==> config.mk <==
export PLATFORM = sky130hd
export DESIGN_NAME = rx_addr_filter
export DESIGN_NICKNAME = d
export VERILOG_FILES = /design/src/rtl/dafilt_pkg.sv /design/src/rtl/dafilt_crc.sv /design/src/rtl/dafilt_match.sv /design/src/rtl/dafilt_decide.sv /design/src/rtl/rx_addr_filter.sv
export SDC_FILE = /design/constraint.sdc
export NUM_CORES = 1
export LEC_CHECK = 0
export ABC_AREA = 0
export BUFFER_PORTS_ARGS = -buffer_cell sky130_fd_sc_hd__buf_4
export CORE_ASPECT_RATIO = 0.8
export CORE_MARGIN = 4
export CORE_UTILIZATION = 30
export CTS_CLUSTER_SIZE = 8
export DETAILED_ROUTE_END_ITERATION = 8
export GPL_TIMING_DRIVEN = 0
export MAX_ROUTING_LAYER = met4
export SLEW_MARGIN = 20
export SYNTH_ARGS = -nofsm -noshare
export SYNTH_HDL_FRONTEND = slang
export SYNTH_HIERARCHICAL = 1
export SYNTH_SLANG_ARGS = --single-unit
export TNS_END_PERCENT = 20
==> constraint.sdc <==
create_clock -name clk -period 3.5 [get_ports clk]
set_clock_uncertainty 0.15 [all_clocks]
set_input_delay 0.35 -clock clk [delete_from_list [all_inputs] [get_ports clk]]
set_output_delay 0.35 -clock clk [all_outputs]
set_load 0.02 [all_outputs]
==> src/rtl/dafilt_pkg.sv <==
package dafilt_pkg;
  typedef enum logic [2:0] {
    HIT_NONE    = 3'd0,
    HIT_UCAST   = 3'd1,
    HIT_BCAST   = 3'd2,
    HIT_MCAST   = 3'd3,
    HIT_PROMISC = 3'd4
  } hit_e;

  localparam int MODE_W    = 6;
  localparam int M_ALLPHYS = 0;
  localparam int M_MYPHYS  = 1;
  localparam int M_MCAST   = 2;
  localparam int M_BCAST   = 3;
  localparam int M_RUNT    = 4;
  localparam int M_ERR     = 5;
endpackage

==> src/rtl/dafilt_crc.sv <==
module dafilt_crc #(
  parameter int          CRC_W  = 32,
  parameter logic [31:0] POLY   = 32'h04C11DB7,
  parameter int          BYTE_W = 8
) (
  input  logic              clk,
  input  logic              rst_n,
  input  logic              clr_i,
  input  logic              en_i,
  input  logic [BYTE_W-1:0] data_i,
  output logic [CRC_W-1:0]  crc_nxt_o
);
  logic [CRC_W-1:0] crc_q;
  logic [CRC_W-1:0] crc_base;
  logic [CRC_W-1:0] crc_step;

  // Next-state: seed on clear, then fold in one byte LSB first
  always_comb begin
    crc_base = clr_i ? {CRC_W{1'b1}} : crc_q;
    crc_step = crc_base;
    for (int b = 0; b < BYTE_W; b++) begin
      if (crc_step[CRC_W-1] ^ data_i[b])
        crc_step = {crc_step[CRC_W-2:0], 1'b0} ^ POLY[CRC_W-1:0];
      else
        crc_step = {crc_step[CRC_W-2:0], 1'b0};
    end
    crc_nxt_o = en_i ? crc_step : crc_base;
  end

  always_ff @(posedge clk or negedge rst_n) begin
    if (!rst_n)              crc_q <= {CRC_W{1'b1}};
    else if (clr_i || en_i)  crc_q <= crc_nxt_o;
  end

  // a strobe with no byte leaves the engine at its seed
  a_r6_seed_on_clear: assert property (@(posedge clk) disable iff (!rst_n)
    clr_i && !en_i |=> crc_q == {CRC_W{1'b1}});
endmodule

==> src/rtl/dafilt_match.sv <==
module dafilt_match #(
  parameter int ADDR_BYTES = 6,
  parameter int BYTE_W     = 8,
  localparam int ADDR_W    = ADDR_BYTES * BYTE_W,
  localparam int CNT_W     = $clog2(ADDR_BYTES + 1)
) (
  input  logic              clk,
  input  logic              rst_n,
  input  logic              sof_i,
  input  logic              vld_i,
  input  logic [BYTE_W-1:0] byte_i,
  input  logic [ADDR_W-1:0] station_i,
  output logic              take_o,
  output logic              last_o,
  output logic              mine_o,
  output logic              bcast_o,
  output logic              mcast_o
);
  logic [CNT_W-1:0]  cnt_q, cnt_base, cnt_nxt;
  logic              mine_q, bc_q, mc_q;
  logic [BYTE_W-1:0] stn_byte;
  logic              first;

  always_comb begin
    cnt_base = sof_i ? '0 : cnt_q;
    first    = (cnt_base == '0);
    take_o   = vld_i && (cnt_base < CNT_W'(ADDR_BYTES));
    last_o   = take_o && (cnt_base == CNT_W'(ADDR_BYTES - 1));
    stn_byte = '0;
    for (int i = 0; i < ADDR_BYTES; i++)
      if (cnt_base == CNT_W'(i)) stn_byte = station_i[i*BYTE_W +: BYTE_W];
    mine_o  = (first ? 1'b1 : mine_q) && (byte_i == stn_byte);
    bcast_o = (first ? 1'b1 : bc_q) && (byte_i == {BYTE_W{1'b1}});
    mcast_o = first ? byte_i[0] : mc_q;
    cnt_nxt = take_o ? cnt_base + CNT_W'(1) : cnt_base;
  end

  always_ff @(posedge clk or negedge rst_n) begin
    if (!rst_n) begin
      cnt_q  <= CNT_W'(ADDR_BYTES);
      mine_q <= 1'b0;
      bc_q   <= 1'b0;
      mc_q   <= 1'b0;
    end else if (sof_i || take_o) begin
      cnt_q <= cnt_nxt;
      if (take_o) begin
        mine_q <= mine_o;
        bc_q   <= bcast_o;
        mc_q   <= mcast_o;
      end
    end
  end

  // the byte position never runs past the address length
  a_r2_count_bound: assert property (@(posedge clk) disable iff (!rst_n)
    cnt_q <= CNT_W'(ADDR_BYTES));
endmodule

==> src/rtl/dafilt_decide.sv <==
module dafilt_decide
  import dafilt_pkg::*;
#(
  parameter int HASH_BITS = 6,
  localparam int TBL_SZ   = 1 << HASH_BITS
) (
  input  logic                 clk,
  input  logic                 rst_n,
  input  logic                 sof_i,
  input  logic                 last_i,
  input  logic                 mine_i,
  input  logic                 bcast_i,
  input  logic                 mcast_i,
  input  logic [HASH_BITS-1:0] idx_i,
  input  logic [TBL_SZ-1:0]    tbl_i,
  input  logic [3:0]           mode_i,
  output logic                 dec_vld_o,
  output logic                 accept_o,
  output hit_e                 hit_o
);
  hit_e cls;
  logic cls_acc;
  logic vld_nxt, acc_nxt;
  hit_e hit_nxt;

  always_comb begin
    cls     = HIT_NONE;
    cls_acc = 1'b0;
    if (bcast_i && mode_i[M_BCAST]) begin
      cls = HIT_BCAST;   cls_acc = 1'b1;
    end else if (!bcast_i && mcast_i && mode_i[M_MCAST] && tbl_i[idx_i]) begin
      cls = HIT_MCAST;   cls_acc = 1'b1;
    end else if (!mcast_i && mine_i && mode_i[M_MYPHYS]) begin
      cls = HIT_UCAST;   cls_acc = 1'b1;
    end else if (mode_i[M_ALLPHYS]) begin
      cls = HIT_PROMISC; cls_acc = 1'b1;
    end
  end

  always_comb begin
    vld_nxt = dec_vld_o;
    acc_nxt = accept_o;
    hit_nxt = hit_o;
    if (last_i) begin
      vld_nxt = 1'b1;
      acc_nxt = cls_acc;
      hit_nxt = cls;
    end else if (sof_i) begin
      vld_nxt = 1'b0;
      acc_nxt = 1'b0;
      hit_nxt = HIT_NONE;
    end
  end

  always_ff @(posedge clk or negedge rst_n) begin
    if (!rst_n) begin
      dec_vld_o <= 1'b0;
      accept_o  <= 1'b0;
      hit_o     <= HIT_NONE;
    end else if (last_i || sof_i) begin
      dec_vld_o <= vld_nxt;
      accept_o  <= acc_nxt;
      hit_o     <= hit_nxt;
    end
  end

  a_r2_hold: assert property (@(posedge clk) disable iff (!rst_n)
    dec_vld_o && !sof_i |=> dec_vld_o && $stable(accept_o) && $stable(hit_o));
  a_r11_clear: assert property (@(posedge clk) disable iff (!rst_n)
    sof_i && !last_i |=> !dec_vld_o && !accept_o);
  a_r7_allphys: assert property (@(posedge clk) disable iff (!rst_n)
    $rose(dec_vld_o) && $past(mode_i[M_ALLPHYS]) |-> accept_o);
  a_r10_hit_agrees: assert property (@(posedge clk) disable iff (!rst_n)
    dec_vld_o |-> (accept_o == (hit_o != HIT_NONE)));
  a_r1_idle_reject: assert property (@(posedge clk) disable iff (!rst_n)
    !dec_vld_o |-> !accept_o && hit_o == HIT_NONE);
endmodule

==> src/rtl/rx_addr_filter.sv <==
module rx_addr_filter
  import dafilt_pkg::*;
#(
  parameter int ADDR_BYTES = 6,
  parameter int HASH_BITS  = 6,
  parameter int CRC_W      = 32,
  localparam int ADDR_W    = ADDR_BYTES * 8,
  localparam int TBL_SZ    = 1 << HASH_BITS
) (
  input  logic              clk,
  input  logic              rst_n,
  input  logic              sof_i,
  input  logic              byte_vld_i,
  input  logic [7:0]        byte_i,
  input  logic [ADDR_W-1:0] station_addr_i,
  input  logic [TBL_SZ-1:0] hash_tbl_i,
  input  logic [5:0]        rx_mode_i,
  output logic              dec_vld_o,
  output logic              accept_o,
  output logic [2:0]        hit_o,
  output logic              pass_runt_o,
  output logic              pass_err_o
);
  logic             take, last, mine, bcast, mcast;
  logic [CRC_W-1:0] crc_nxt;
  hit_e             hit;

  dafilt_match #(.ADDR_BYTES(ADDR_BYTES), .BYTE_W(8)) u_match (
    .clk(clk), .rst_n(rst_n), .sof_i(sof_i), .vld_i(byte_vld_i),
    .byte_i(byte_i), .station_i(station_addr_i), .take_o(take),
    .last_o(last), .mine_o(mine), .bcast_o(bcast), .mcast_o(mcast));

  dafilt_crc #(.CRC_W(CRC_W), .BYTE_W(8)) u_crc (
    .clk(clk), .rst_n(rst_n), .clr_i(sof_i), .en_i(take),
    .data_i(byte_i), .crc_nxt_o(crc_nxt));

  dafilt_decide #(.HASH_BITS(HASH_BITS)) u_decide (
    .clk(clk), .rst_n(rst_n), .sof_i(sof_i), .last_i(last),
    .mine_i(mine), .bcast_i(bcast), .mcast_i(mcast),
    .idx_i(crc_nxt[CRC_W-1 -: HASH_BITS]), .tbl_i(hash_tbl_i),
    .mode_i(rx_mode_i[3:0]), .dec_vld_o(dec_vld_o),
    .accept_o(accept_o), .hit_o(hit));

  assign hit_o       = hit;
  assign pass_runt_o = rx_mode_i[M_RUNT];
  assign pass_err_o  = rx_mode_i[M_ERR];
endmodule

==> parameters.txt, run 1 <==
Parameter                              Value

Status
  Status ... finished clean

GRT
  First-pass GRT wire length ... 24900 um
  Number of antenna violations at the first check in global routing ... 0
  Via count of the first global-routing pass ... 4719
  Pin count of the biggest net entering global routing ... 44
  Residual overflow from global routing ... 0
  Overall Global Routing Usage ... 0.1831

Pwr
  Leakage ... around 2.7 nW
  Switching power of the nets ... approximately 0.0018 W
  Power share of the combinational group ... 0.684
  Clock share of power ... 0.106
  Worst ir drop on vdd ... roughly 0.00035 V
  Total Power ... around 0.0045 W
  Reg power frac ... 0.209
  Total power density per cell area ... 713.0 mW/mm^2
  Cell internal power dissipation ... ~0.0027 W
  Net Sw Frac ... 0.4021

Layout
  Utilization after layout ... 0.4245
  Most frequent standard cell in the layout excluding fill and tap cells ... sky130_fd_sc_hd__buf_4
  # diodes ... 0
  Final-stage net count ... 799
  Layout cell share with drive strength beyond 1 ... 0.4603
  Area overhead of the layout relative to synthesis ... 38.80%
  Commonest cells after routing, fill and taps aside ... sky130_fd_sc_hd__buf_4, sky130_fd_sc_hd__nor2_1, sky130_fd_sc_hd__xnor2_1, sky130_fd_sc_hd__dfstp_2, sky130_fd_sc_hd__o21ai_0

Floorplanning
  Die ar. ... 0.01736 mm^2
  Starting density of the core ... 0.3058
  Width of the die ... ~150 um
  # rows ... 40
  Number of primary I/O pins ... about 140
  Total core area ... about 0.015 mm^2
  Die Span Y ... 118.7 um

Flow run
  Max-capacitance violation count ... 0

Placement
  Placed wire-length estimate ... 11910 um
  Number of port buffers ... between 100 and 150
  Routability Congestion ... about 0.93

Logic synthesis
  Mean Syn Cell Area ... 9.129 um^2
  Synth warn ... 6
  Cell area after synthesis ... roughly 0.0046 mm^2
  Synthesized net count ... 636
  Syn Inst Count ... about 500

Worst setup path
  Worst Setup End Kind ... register
  Startpoint kind of the worst setup timing path ... register
  Type of the setup path with the least slack ... reg -> reg
  Data arrival time of the critical path ... around 3.5 ns
  Data required time at the worst endpoint ... approximately 3.6 ns
  Top fanout value on the critical path ... 7

Routing
  Number of DRC markers after the initial detailed-route iteration ... between 300 and 400
  Wire length per cell ... around 19 um
  Residual DRC ... 0
  Via density per instance ... between 5 and 6
  Total wirelength of the detailed-routed design ... about 16000 um
  Detail Route Antenna Nets ... 0
  Via count ... between 4000 and 5000
  Length of the first detailed-routing pass in iterations ... 5

Clocking
  Clock buffer count from CTS ... 5
  Clock root buffer ... sky130_fd_sc_hd__clkbuf_16
  TritonCTS clock tree ... done
  Clock insertion delay at the later pin of the skew report ... ~0.3 ns
  Number of sinks on the clock net ... 43
  Post-CTS clock slew at the launch and capture registers of the worst setup and hold paths ... 0.07 ns
  Max clock buf depth ... 2
  # H-tree levels ... 2

Min path
  Min-Delay Path Class ... in -> reg

STA
  Minimum clock period after layout ... 3.452 ns
  RSZ-0062 raised after global routing ... yes
  Hold Violations, Final ... 0
  Timing-limited maximum frequency ... 0.2897 GHz
  Relative max-transition margin ... 0.4176
  Final period utilization ... 0.9864
  Setup violation total in the final timing report ... 0
  Transition time at the pin with the least slew margin ... around 0.87 ns
  Final Slew Violations ... 0
## state kept, by name (all words and copies together), names as in the netlist
name,count
u_crc/crc_q,32
u_match/bc_q,1
u_decide/accept_o,1
u_match/mc_q,1
u_decide/hit_o,3
u_decide/dec_vld_o,1
u_match/cnt_q,3
u_match/mine_q,1
## power by group through the flow
stage	clock, W	sequential (W)	combinational [W]
detailed placement	0	0.000913	0.00274
floorplan	0	0.000872	0.00219
CTS	0.000489	0.000917	0.00304
finish	0.000483	0.000952	0.00311
global route	0.000509	0.000973	0.00334
global placement	0	0.000910	0.00268
## final timing paths
check / startpoint / cells past startpoint / slack (ns) / to
max: u_crc/crc_q[28]$_DFFE_PN1P_ / 14 / 0.05 / u_decide/hit_o[2]$_DFFE_PN0P_
min: rx_mode_i[0] / 2 / 0.16 / u_decide/hit_o[2]$_DFFE_PN0P_
max reg2reg: u_crc/crc_q[28]$_DFFE_PN1P_ / 14 / 0.05 / u_decide/hit_o[2]$_DFFE_PN0P_
min reg2reg: u_decide/hit_o[2]$_DFFE_PN0P_ / 1 / 0.36 / u_decide/hit_o[2]$_DFFE_PN0P_
max in group asynchronous: rst_n / 2 / 2.34 / u_crc/crc_q[30]$_DFFE_PN1P_
min in group asynchronous: rst_n / 2 / 0.47 / u_match/mine_q$_DFFE_PN0P_
## through the flow
| step | area, um^2 | setup slack, ns | setup TNS [ns] | instances | hold slack, ns |
|---|---|---|---|---|---|
| final | 6374 | 0.04771 | 0 | 856 | 0.1557 |
| after global routing | 6374 | -0.1133 | -0.3685 | 856 | 0.1554 |
| after CTS | 6286 | 0.002195 | 0 | 853 | 0.1635 |
| after detailed placement | 5839 | -0.9643 | -3.742 | 826 | 0.2519 |
| after global placement | 5839 | -0.9494 | -3.635 | 826 | 0.2463 |
| after floorplan | 4597 | 0.001906 | 0 | 503 | -0.09559 |
## worst max-delay path: stages (launching register included)
cell,delay (ns)
sky130_fd_sc_hd__dfstp_2,0.53
sky130_fd_sc_hd__buf_6,0.14
sky130_fd_sc_hd__nor2_4,0.05
sky130_fd_sc_hd__xnor2_2,0.20
sky130_fd_sc_hd__xnor2_2,0.11
sky130_fd_sc_hd__xnor2_2,0.20
sky130_fd_sc_hd__a31oi_2,0.24
sky130_fd_sc_hd__o22a_2,0.22
sky130_fd_sc_hd__buf_6,0.12
sky130_fd_sc_hd__mux4_1,0.53
sky130_fd_sc_hd__mux2i_1,0.15
sky130_fd_sc_hd__mux2i_1,0.09
sky130_fd_sc_hd__nand2b_1,0.16
sky130_fd_sc_hd__a22oi_2,0.31
sky130_fd_sc_hd__a32o_1,0.21
## per-layer routing
layer / part of all wire / global-route usage / routed length (um)
met5: 0 / - / 0
met4: 0.013 / 0.04113 / 216
met3: 0.066 / 0.03220 / 1056
met2: 0.46 / 0.2767 / 7342
met1: 0.46 / 0.2571 / 7403
## cell type report
class | count | area [um^2]
Clock buffer | 5 | 125.1
Buffer | 38 | 284.0
Clock inverter | 3 | 20.02
Fill cell | 1463 | 8641
Tap cell | 189 | 236.5
Sequential cell | 43 | 1119
Multi-Input combinational cell | 398 | 3299
Inverter | 19 | 71.32
Timing Repair Buffer | 161 | 1219
## what timing repair did
item,4_1_cts,5_1_grt
pin swaps,16,19
gates resized for setup,45,25
buffers inserted,19,6
hold buffers,1,0
setup endpoints to repair,4,4
gates cloned,1,0
hold endpoints to repair,9,0
Power figures use the tool's default switching activity.
==> run 2, diff against run 1 <==
Settings changed: CELL_PAD_IN_SITES_DETAIL_PLACEMENT set to 1, CELL_PAD_IN_SITES_GLOBAL_PLACEMENT set to 1, PLACE_DENSITY_LB_ADDON set to 0.1.
==> parameters.txt, run 2 (same netlist as run 1, synthesis figures left out) <==
Parameter                              Value

Clocking
  Clock insertion delay at the later pin of the skew report ... 0.30 ns (about the same)
  # H-tree levels ... 2 (unchanged)
  Clock root buffer ... sky130_fd_sc_hd__clkbuf_16
  TritonCTS clock tree ... done
  Max clock buf depth ... 2 (unchanged)
  Clock buffer count from CTS ... 5 (unchanged)
  Post-CTS clock slew at the launch and capture registers of the worst setup and hold paths ... 0.07 ns (about the same)
  Number of sinks on the clock net ... 43 (unchanged)

STA
  Hold Violations, Final ... 0 (unchanged)
  RSZ-0062 raised after global routing ... yes
  Timing-limited maximum frequency ... 0.2889 GHz (-0.27%)
  Relative max-transition margin ... 0.4079 (-0.009754)
  Final period utilization ... 0.9891 (+0.002695)
  Worst Hold Slack ... 0.1645 ns (+0.008771 ns)
  Final Slew Violations ... 0 (unchanged)
  Setup violation total in the final timing report ... 0 (unchanged)
  Total Negative Setup Slacks ... 0 ns (unchanged)
  Transition time at the pin with the least slew margin ... 0.8801 ns (+0.01450 ns)
  Minimum clock period after layout ... 3.462 ns (+0.009431 ns)

Worst setup path
  Worst Setup End Kind ... register
  Type of the setup path with the least slack ... reg -> reg
  Top fanout value on the critical path ... 5 (-2)
  Data required time at the worst endpoint ... 3.59 ns (about the same)
  Startpoint kind of the worst setup timing path ... register
  Data arrival time of the critical path ... 3.55 ns (about the same)

Routing
  Residual DRC ... 0 (unchanged)
  Via count ... 4556 (-0.72%)
  Total wirelength of the detailed-routed design ... 17430 um (+8.8%)
  Length of the first detailed-routing pass in iterations ... 4 (-1)
  Via density per instance ... 5.285 (-1.4%)
  Wire length per cell ... 20.22 um (+8.0%)
  Detail Route Antenna Nets ... 0 (unchanged)
  Number of DRC markers after the initial detailed-route iteration ... 299 (-2.3%)

GRT
  First-pass GRT wire length ... 27170 um (+9.1%)
  Pin count of the biggest net entering global routing ... 44 (unchanged)
  Residual overflow from global routing ... 0 (unchanged)
  Via count of the first global-routing pass ... 4846 (+2.7%)
  Number of antenna violations at the first check in global routing ... 0 (unchanged)
  Overall Global Routing Usage ... 0.2025 (+0.01940)

Layout
  Largest registers ... u_crc/crc_q: 32 flops, u_decide/hit_o: 3 flops, u_match/cnt_q: 3 flops
  # diodes ... 0 (unchanged)
  Final-layout fill cell count ... 1773 (+21%)
  Number of flip-flops under the largest register name ... 32 (unchanged)
  Final-stage net count ... 805 (+0.75%)
  Layout cell share with drive strength beyond 1 ... 0.4725 (+0.01224)
  Commonest cells after routing, fill and taps aside ... sky130_fd_sc_hd__buf_4, sky130_fd_sc_hd__nor2_1, sky130_fd_sc_hd__xnor2_1, sky130_fd_sc_hd__dfstp_2
  Most frequent standard cell in the layout excluding fill and tap cells ... sky130_fd_sc_hd__buf_4
  Area overhead of the layout relative to synthesis ... 43.08%
  Largest register by flop count ... u_crc/crc_q

Min path
  Min-Delay Path Class ... in -> reg

Pwr
  Leakage ... 2.808 nW (+2.7%)
  Total power density per cell area ... 742.4 mW/mm^2 (+4.1%)
  Worst ir drop on vdd ... 0.0002712 V (-22%)

Floorplanning
  # rows ... 40 (unchanged)
  Die ar. ... 0.01736 mm^2 (unchanged)
  Die Span Y ... 118.7 um (unchanged)
  Width of the die ... 146.3 um (unchanged)
  Starting density of the core ... 0.3058 (unchanged)
  Total core area ... 0.01501 mm^2 (unchanged)
  Number of primary I/O pins ... 137 (unchanged)

Placement
  Placed wire-length estimate ... 13400 um (+13%)
  Routability Congestion ... 0.9000 (-3.1%)
  Number of port buffers ... 134 (unchanged)

Status
  Status ... finished clean

Flow run
  Max-capacitance violation count ... 0 (unchanged)
## run 2: cell count changes in the layout (fill, tap and decap cells not counted), sizes merged
cell	previous run	this run
clkinvlp	2	1
clkbuf	19	21
buf	184	188
bufinv	0	1
## run 2: metal layers
metal / global-route usage / wire length (um) / share of wire
met1: 0.2969 / 8465 / 0.49
met2: 0.3108 / 7945 / 0.46
met3: 0.02760 / 937 / 0.054
met4: 0.01704 / 78 / 0.0045
met5: - / 0 / 0
## run 2: per-stage QoR
step / instance area, um^2 / utilization / total power, W / cells / worst slack, ns
final: 6570 / 0.4376 / 0.004878 / 862 / 0.03828
after global routing: 6570 / 0.4376 / 0.005222 / 862 / -0.1318
after CTS: 6326 / 0.4213 / 0.004656 / 851 / -0.01892
after detailed placement: 5839 / 0.3889 / 0.003742 / 826 / -1.101
after global placement: 5839 / 0.3889 / 0.003685 / 826 / -1.045
after floorplan: 4597 / - / 0.003059 / 503 / 0.001906
## run 2: path summary, 6_finish.rpt
check	depth (start not counted)	end	slack, ns	start
setup / recovery	12	u_decide/hit_o[2]$_DFFE_PN0P_	0.04	u_crc/crc_q[29]$_DFFE_PN1P_
hold / removal	2	u_decide/hit_o[2]$_DFFE_PN0P_	0.16	rx_mode_i[0]
setup reg to reg	12	u_decide/hit_o[2]$_DFFE_PN0P_	0.04	u_crc/crc_q[29]$_DFFE_PN1P_
hold reg to reg	1	u_decide/dec_vld_o$_DFFE_PN0P_	0.34	u_decide/dec_vld_o$_DFFE_PN0P_
max in group asynchronous	2	u_decide/dec_vld_o$_DFFE_PN0P_	2.36	rst_n
min in group asynchronous	2	u_match/mine_q$_DFFE_PN0P_	0.46	rst_n
## run 2: final cells by class
| class | instances | area [um^2] | area share |
|---|---|---|---|
| multi-input combinational | 398 | 3371 | 0.5130 |
| timing repair buffer | 167 | 1276 | 0.1942 |
| sequential | 43 | 1119 | 0.1703 |
| buffer | 38 | 324.1 | 0.04932 |
| tap | 189 | 236.5 | 0.03599 |
| clock buffer | 5 | 125.1 | 0.01904 |
| inverter | 19 | 75.07 | 0.01143 |
| clock inverter | 3 | 43.79 | 0.006665 |
## run 2: repair_timing
| action | CTS | global route |
|---|---|---|
| hold endpoints to repair | 9 | 0 |
| resized for setup | 46 | 49 |
| setup buffers | 18 | 14 |
| gates cloned | 1 | 0 |
| endpoints found under the setup margin | 4 | 4 |
| pin swaps | 17 | 21 |
| hold buffers | 1 | 0 |
## run 2: power by group
part	switching [W]	internal [W]	total (W)
sequential	0.000157	0.000789	0.000947
clock	0.000221	0.000337	0.000559
combinational	0.00159	0.00178	0.00337
## run 2: worst max-delay path, stage by stage, from the launching register on
cell and delay (ns):
sky130_fd_sc_hd__dfstp_2 0.61, sky130_fd_sc_hd__nor2_2 0.06, sky130_fd_sc_hd__xnor2_2 0.26, sky130_fd_sc_hd__xnor2_2 0.13
sky130_fd_sc_hd__xnor2_2 0.21, sky130_fd_sc_hd__a31oi_4 0.24, sky130_fd_sc_hd__o22a_4 0.21, sky130_fd_sc_hd__buf_8 0.14
sky130_fd_sc_hd__mux4_1 0.57, sky130_fd_sc_hd__a211oi_2 0.25, sky130_fd_sc_hd__a21oi_2 0.08, sky130_fd_sc_hd__a22oi_2 0.26
sky130_fd_sc_hd__a32o_1 0.22
==> run 3, diff against run 2 <==
Clock period 3.5 ns to 2.83 ns, I/O delays scaled along.
==> parameters.txt, run 3 (same netlist as run 1, synthesis figures left out) <==
Parameter                              Value

Layout
  Largest registers ... u_crc/crc_q: 32 flops, u_decide/hit_o: 3 flops, u_match/cnt_q: 3 flops
  Number of flip-flops under the largest register name ... 32 (unchanged)
  Layout cell share with drive strength beyond 1 ... 0.4867 (+0.01418)
  Final-layout fill cell count ... 1758 (-0.85%)
  Area overhead of the layout relative to synthesis ... 44.99%
  Post-route cell area ... 0.006658 mm^2 (+1.3%)
  Utilization after layout ... 0.4434 (+0.005834)
  Commonest cells after routing, fill and taps aside ... sky130_fd_sc_hd__buf_4, sky130_fd_sc_hd__nor2_1, sky130_fd_sc_hd__xnor2_1, sky130_fd_sc_hd__dfstp_2
  Largest register by flop count ... u_crc/crc_q
  Final-stage net count ... 808 (+0.37%)
  # diodes ... 0 (unchanged)
  Most frequent standard cell in the layout excluding fill and tap cells ... sky130_fd_sc_hd__buf_4
  Non-Filler Instances ... 865 (+0.35%)

Floorplanning
  Number of primary I/O pins ... 137 (unchanged)
  Width of the die ... 146.3 um (unchanged)
  Starting density of the core ... 0.3058 (unchanged)
  Total core area ... 0.01501 mm^2 (unchanged)
  Die Span Y ... 118.7 um (unchanged)
  Die ar. ... 0.01736 mm^2 (unchanged)
  # rows ... 40 (unchanged)

GRT
  First-pass GRT wire length ... 28170 um (+3.7%)
  Residual overflow from global routing ... 0 (unchanged)
  Number of antenna violations at the first check in global routing ... 0 (unchanged)
  Via count of the first global-routing pass ... 5028 (+3.8%)
  Overall Global Routing Usage ... 0.2105 (+0.007961)
  Pin count of the biggest net entering global routing ... 44 (unchanged)

Routing
  Total wirelength of the detailed-routed design ... 17960 um (+3.0%)
  Via count ... 4607 (+1.1%)
  Number of DRC markers after the initial detailed-route iteration ... 211 (-29%)
  Residual DRC ... 0 (unchanged)
  Via density per instance ... 5.326 (+0.77%)
  Wire length per cell ... 20.76 um (+2.7%)
  Detail Route Antenna Nets ... 0 (unchanged)
  Length of the first detailed-routing pass in iterations ... 5 (+1)

STA
  Setup violation total in the final timing report ... 5 (+5)
  Timing-limited maximum frequency ... 0.2889 GHz (about the same)
  Final period utilization ... 1.223 (+0.2342)
  Minimum clock period after layout ... 3.462 ns (+0.0002182 ns)
  Final Slew Violations ... 0 (unchanged)
  Relative max-transition margin ... 0.4265 (+0.01858)
  RSZ-0062 raised after global routing ... yes
  Worst Hold Slack ... 0.1059 ns (-0.05862 ns)
  Transition time at the pin with the least slew margin ... 0.8525 ns (-0.02761 ns)
  Setup ws final ... -0.6319 ns (-0.6702 ns)
  Hold Violations, Final ... 0 (unchanged)

Clocking
  Clock root buffer ... sky130_fd_sc_hd__clkbuf_16
  Number of sinks on the clock net ... 43 (unchanged)
  TritonCTS clock tree ... done
  Clock buffer count from CTS ... 5 (unchanged)
  # H-tree levels ... 2 (unchanged)
  Clock insertion delay at the later pin of the skew report ... 0.29 ns (about the same)
  Post-CTS clock slew at the launch and capture registers of the worst setup and hold paths ... 0.06 ns (about the same)
  Max clock buf depth ... 2 (unchanged)

Worst setup path
  Type of the setup path with the least slack ... reg -> reg
  Data required time at the worst endpoint ... 2.86 ns (-0.73 ns)
  Logic depth of the worst register-to-register path ... 14 (+2)
  Top fanout value on the critical path ... 10 (+5)
  Slack of the worst reg-to-reg path ... -0.63 ns (-0.67 ns)
  Startpoint of the most critical register-to-register path ... u_match/cnt_q[2]$_DFFE_PN1N_
  Worst Setup End Kind ... register
  Startpoint kind of the worst setup timing path ... register
  Worst R2R End ... u_decide/hit_o[2]$_DFFE_PN0P_
  Data arrival time of the critical path ... 3.49 ns (-0.06 ns)

Min path
  Worst min-delay path endpoint ... u_decide/hit_o[1]$_DFFE_PN0P_
  Number of stages on the worst hold path ... 3 (+1)
  Min-Delay Path Class ... in -> reg
  Beginning of the worst hold path ... rx_mode_i[3]

Placement
  Placed wire-length estimate ... 13500 um (+0.77%)
  Number of port buffers ... 134 (unchanged)
  Area of placed instances ... 0.005886 mm^2 (+0.79%)
  Cell total after placement ... 826 (unchanged)
  Routability Congestion ... 0.8543 (-5.1%)

Pwr
  Worst ir drop on vdd ... 0.0003165 V (+17%)
  Total power density per cell area ... 914.3 mW/mm^2 (+23%)
  Leakage ... 2.827 nW (+0.67%)

Flow run
  Max-capacitance violation count ... 0 (unchanged)

Status
  Failing checks ... negative setup slack
  Status ... complete, but fails checks
-- run 3: layout make-up --
cell class	count	area, um^2	area share
sequential	43	1119	0.1680
clock buffer	6	128.9	0.01936
buffer	40	375.4	0.05638
inverter	19	78.83	0.01184
multi-input combinational	398	3411	0.5123
tap	189	236.5	0.03552
clock inverter	2	37.54	0.005638
timing repair buffer	168	1271	0.1909
-- run 3: worst max-delay path by stage --
stage	start	to	slack [ns]	cells after the start
after floorplan	u_crc/crc_q[28]$_DFFE_PN1P_	u_decide/hit_o[2]$_DFFE_PN0P_	-0.51	14
after global placement	sof_i	u_decide/hit_o[2]$_DFFE_PN0P_	-1.49	14
after detailed placement	sof_i	u_decide/hit_o[2]$_DFFE_PN0P_	-1.54	14
after CTS	u_crc/crc_q[29]$_DFFE_PN1P_	u_decide/hit_o[2]$_DFFE_PN0P_	-0.62	14
after global routing	u_match/cnt_q[2]$_DFFE_PN1N_	u_decide/hit_o[2]$_DFFE_PN0P_	-0.75	16
final	u_match/cnt_q[2]$_DFFE_PN1N_	u_decide/hit_o[2]$_DFFE_PN0P_	-0.63	14
-- run 3: what timing repair did --
item,4_1_cts,5_1_grt
hold endpoints to repair,9,0
hold buffers,1,0
gates cloned,1,0
setup endpoints to repair,5,5
resized for setup,72,30
setup buffers,23,9
pin swaps,21,17
-- run 3: metal layers --
metal	share of wire	vias to the layer above	GRT usage
met2	0.46	140	0.3195
met3	0.053	7	0.02798
met1	0.48	2312	0.3064
met4	0.0054	0	0.03114
li1	-	2148	-
met5	0	-	-
-- run 3: power by group --
group / leakage, nW / switching (W) / internal, W / total, W
clock network: 0.0771 / 0.000260 / 0.000417 / 0.000677
logic: 2.27 / 0.00200 / 0.00225 / 0.00425
registers: 0.479 / 0.000182 / 0.000975 / 0.00116
total: 2.83 / 0.00244 / 0.00364 / 0.00609
-- run 3: critical path: stages, from the launching register on --
cell,delay (ns)
sky130_fd_sc_hd__dfstp_2,0.53
sky130_fd_sc_hd__nor2b_4,0.24
sky130_fd_sc_hd__inv_4,0.11
sky130_fd_sc_hd__buf_6,0.17
sky130_fd_sc_hd__ha_2,0.21
sky130_fd_sc_hd__buf_4,0.19
sky130_fd_sc_hd__a211o_1,0.28
sky130_fd_sc_hd__o2111ai_1,0.16
sky130_fd_sc_hd__o2111ai_1,0.18
sky130_fd_sc_hd__nor4_2,0.33
sky130_fd_sc_hd__and3_4,0.24
sky130_fd_sc_hd__nand2_1,0.06
sky130_fd_sc_hd__nor2_2,0.17
sky130_fd_sc_hd__nor2_1,0.06
sky130_fd_sc_hd__a32o_1,0.25
-- run 3: per-stage QoR --
stage,setup slack [ns],power [W],setup TNS (ns)
after floorplan,-0.5093,0.003836,-1.915
after global placement,-1.489,0.004579,-6.127
after detailed placement,-1.544,0.004673,-6.374
after CTS,-0.6246,0.005993,-2.350
after global routing,-0.7532,0.006500,-3.130
final,-0.6319,0.006087,-2.429
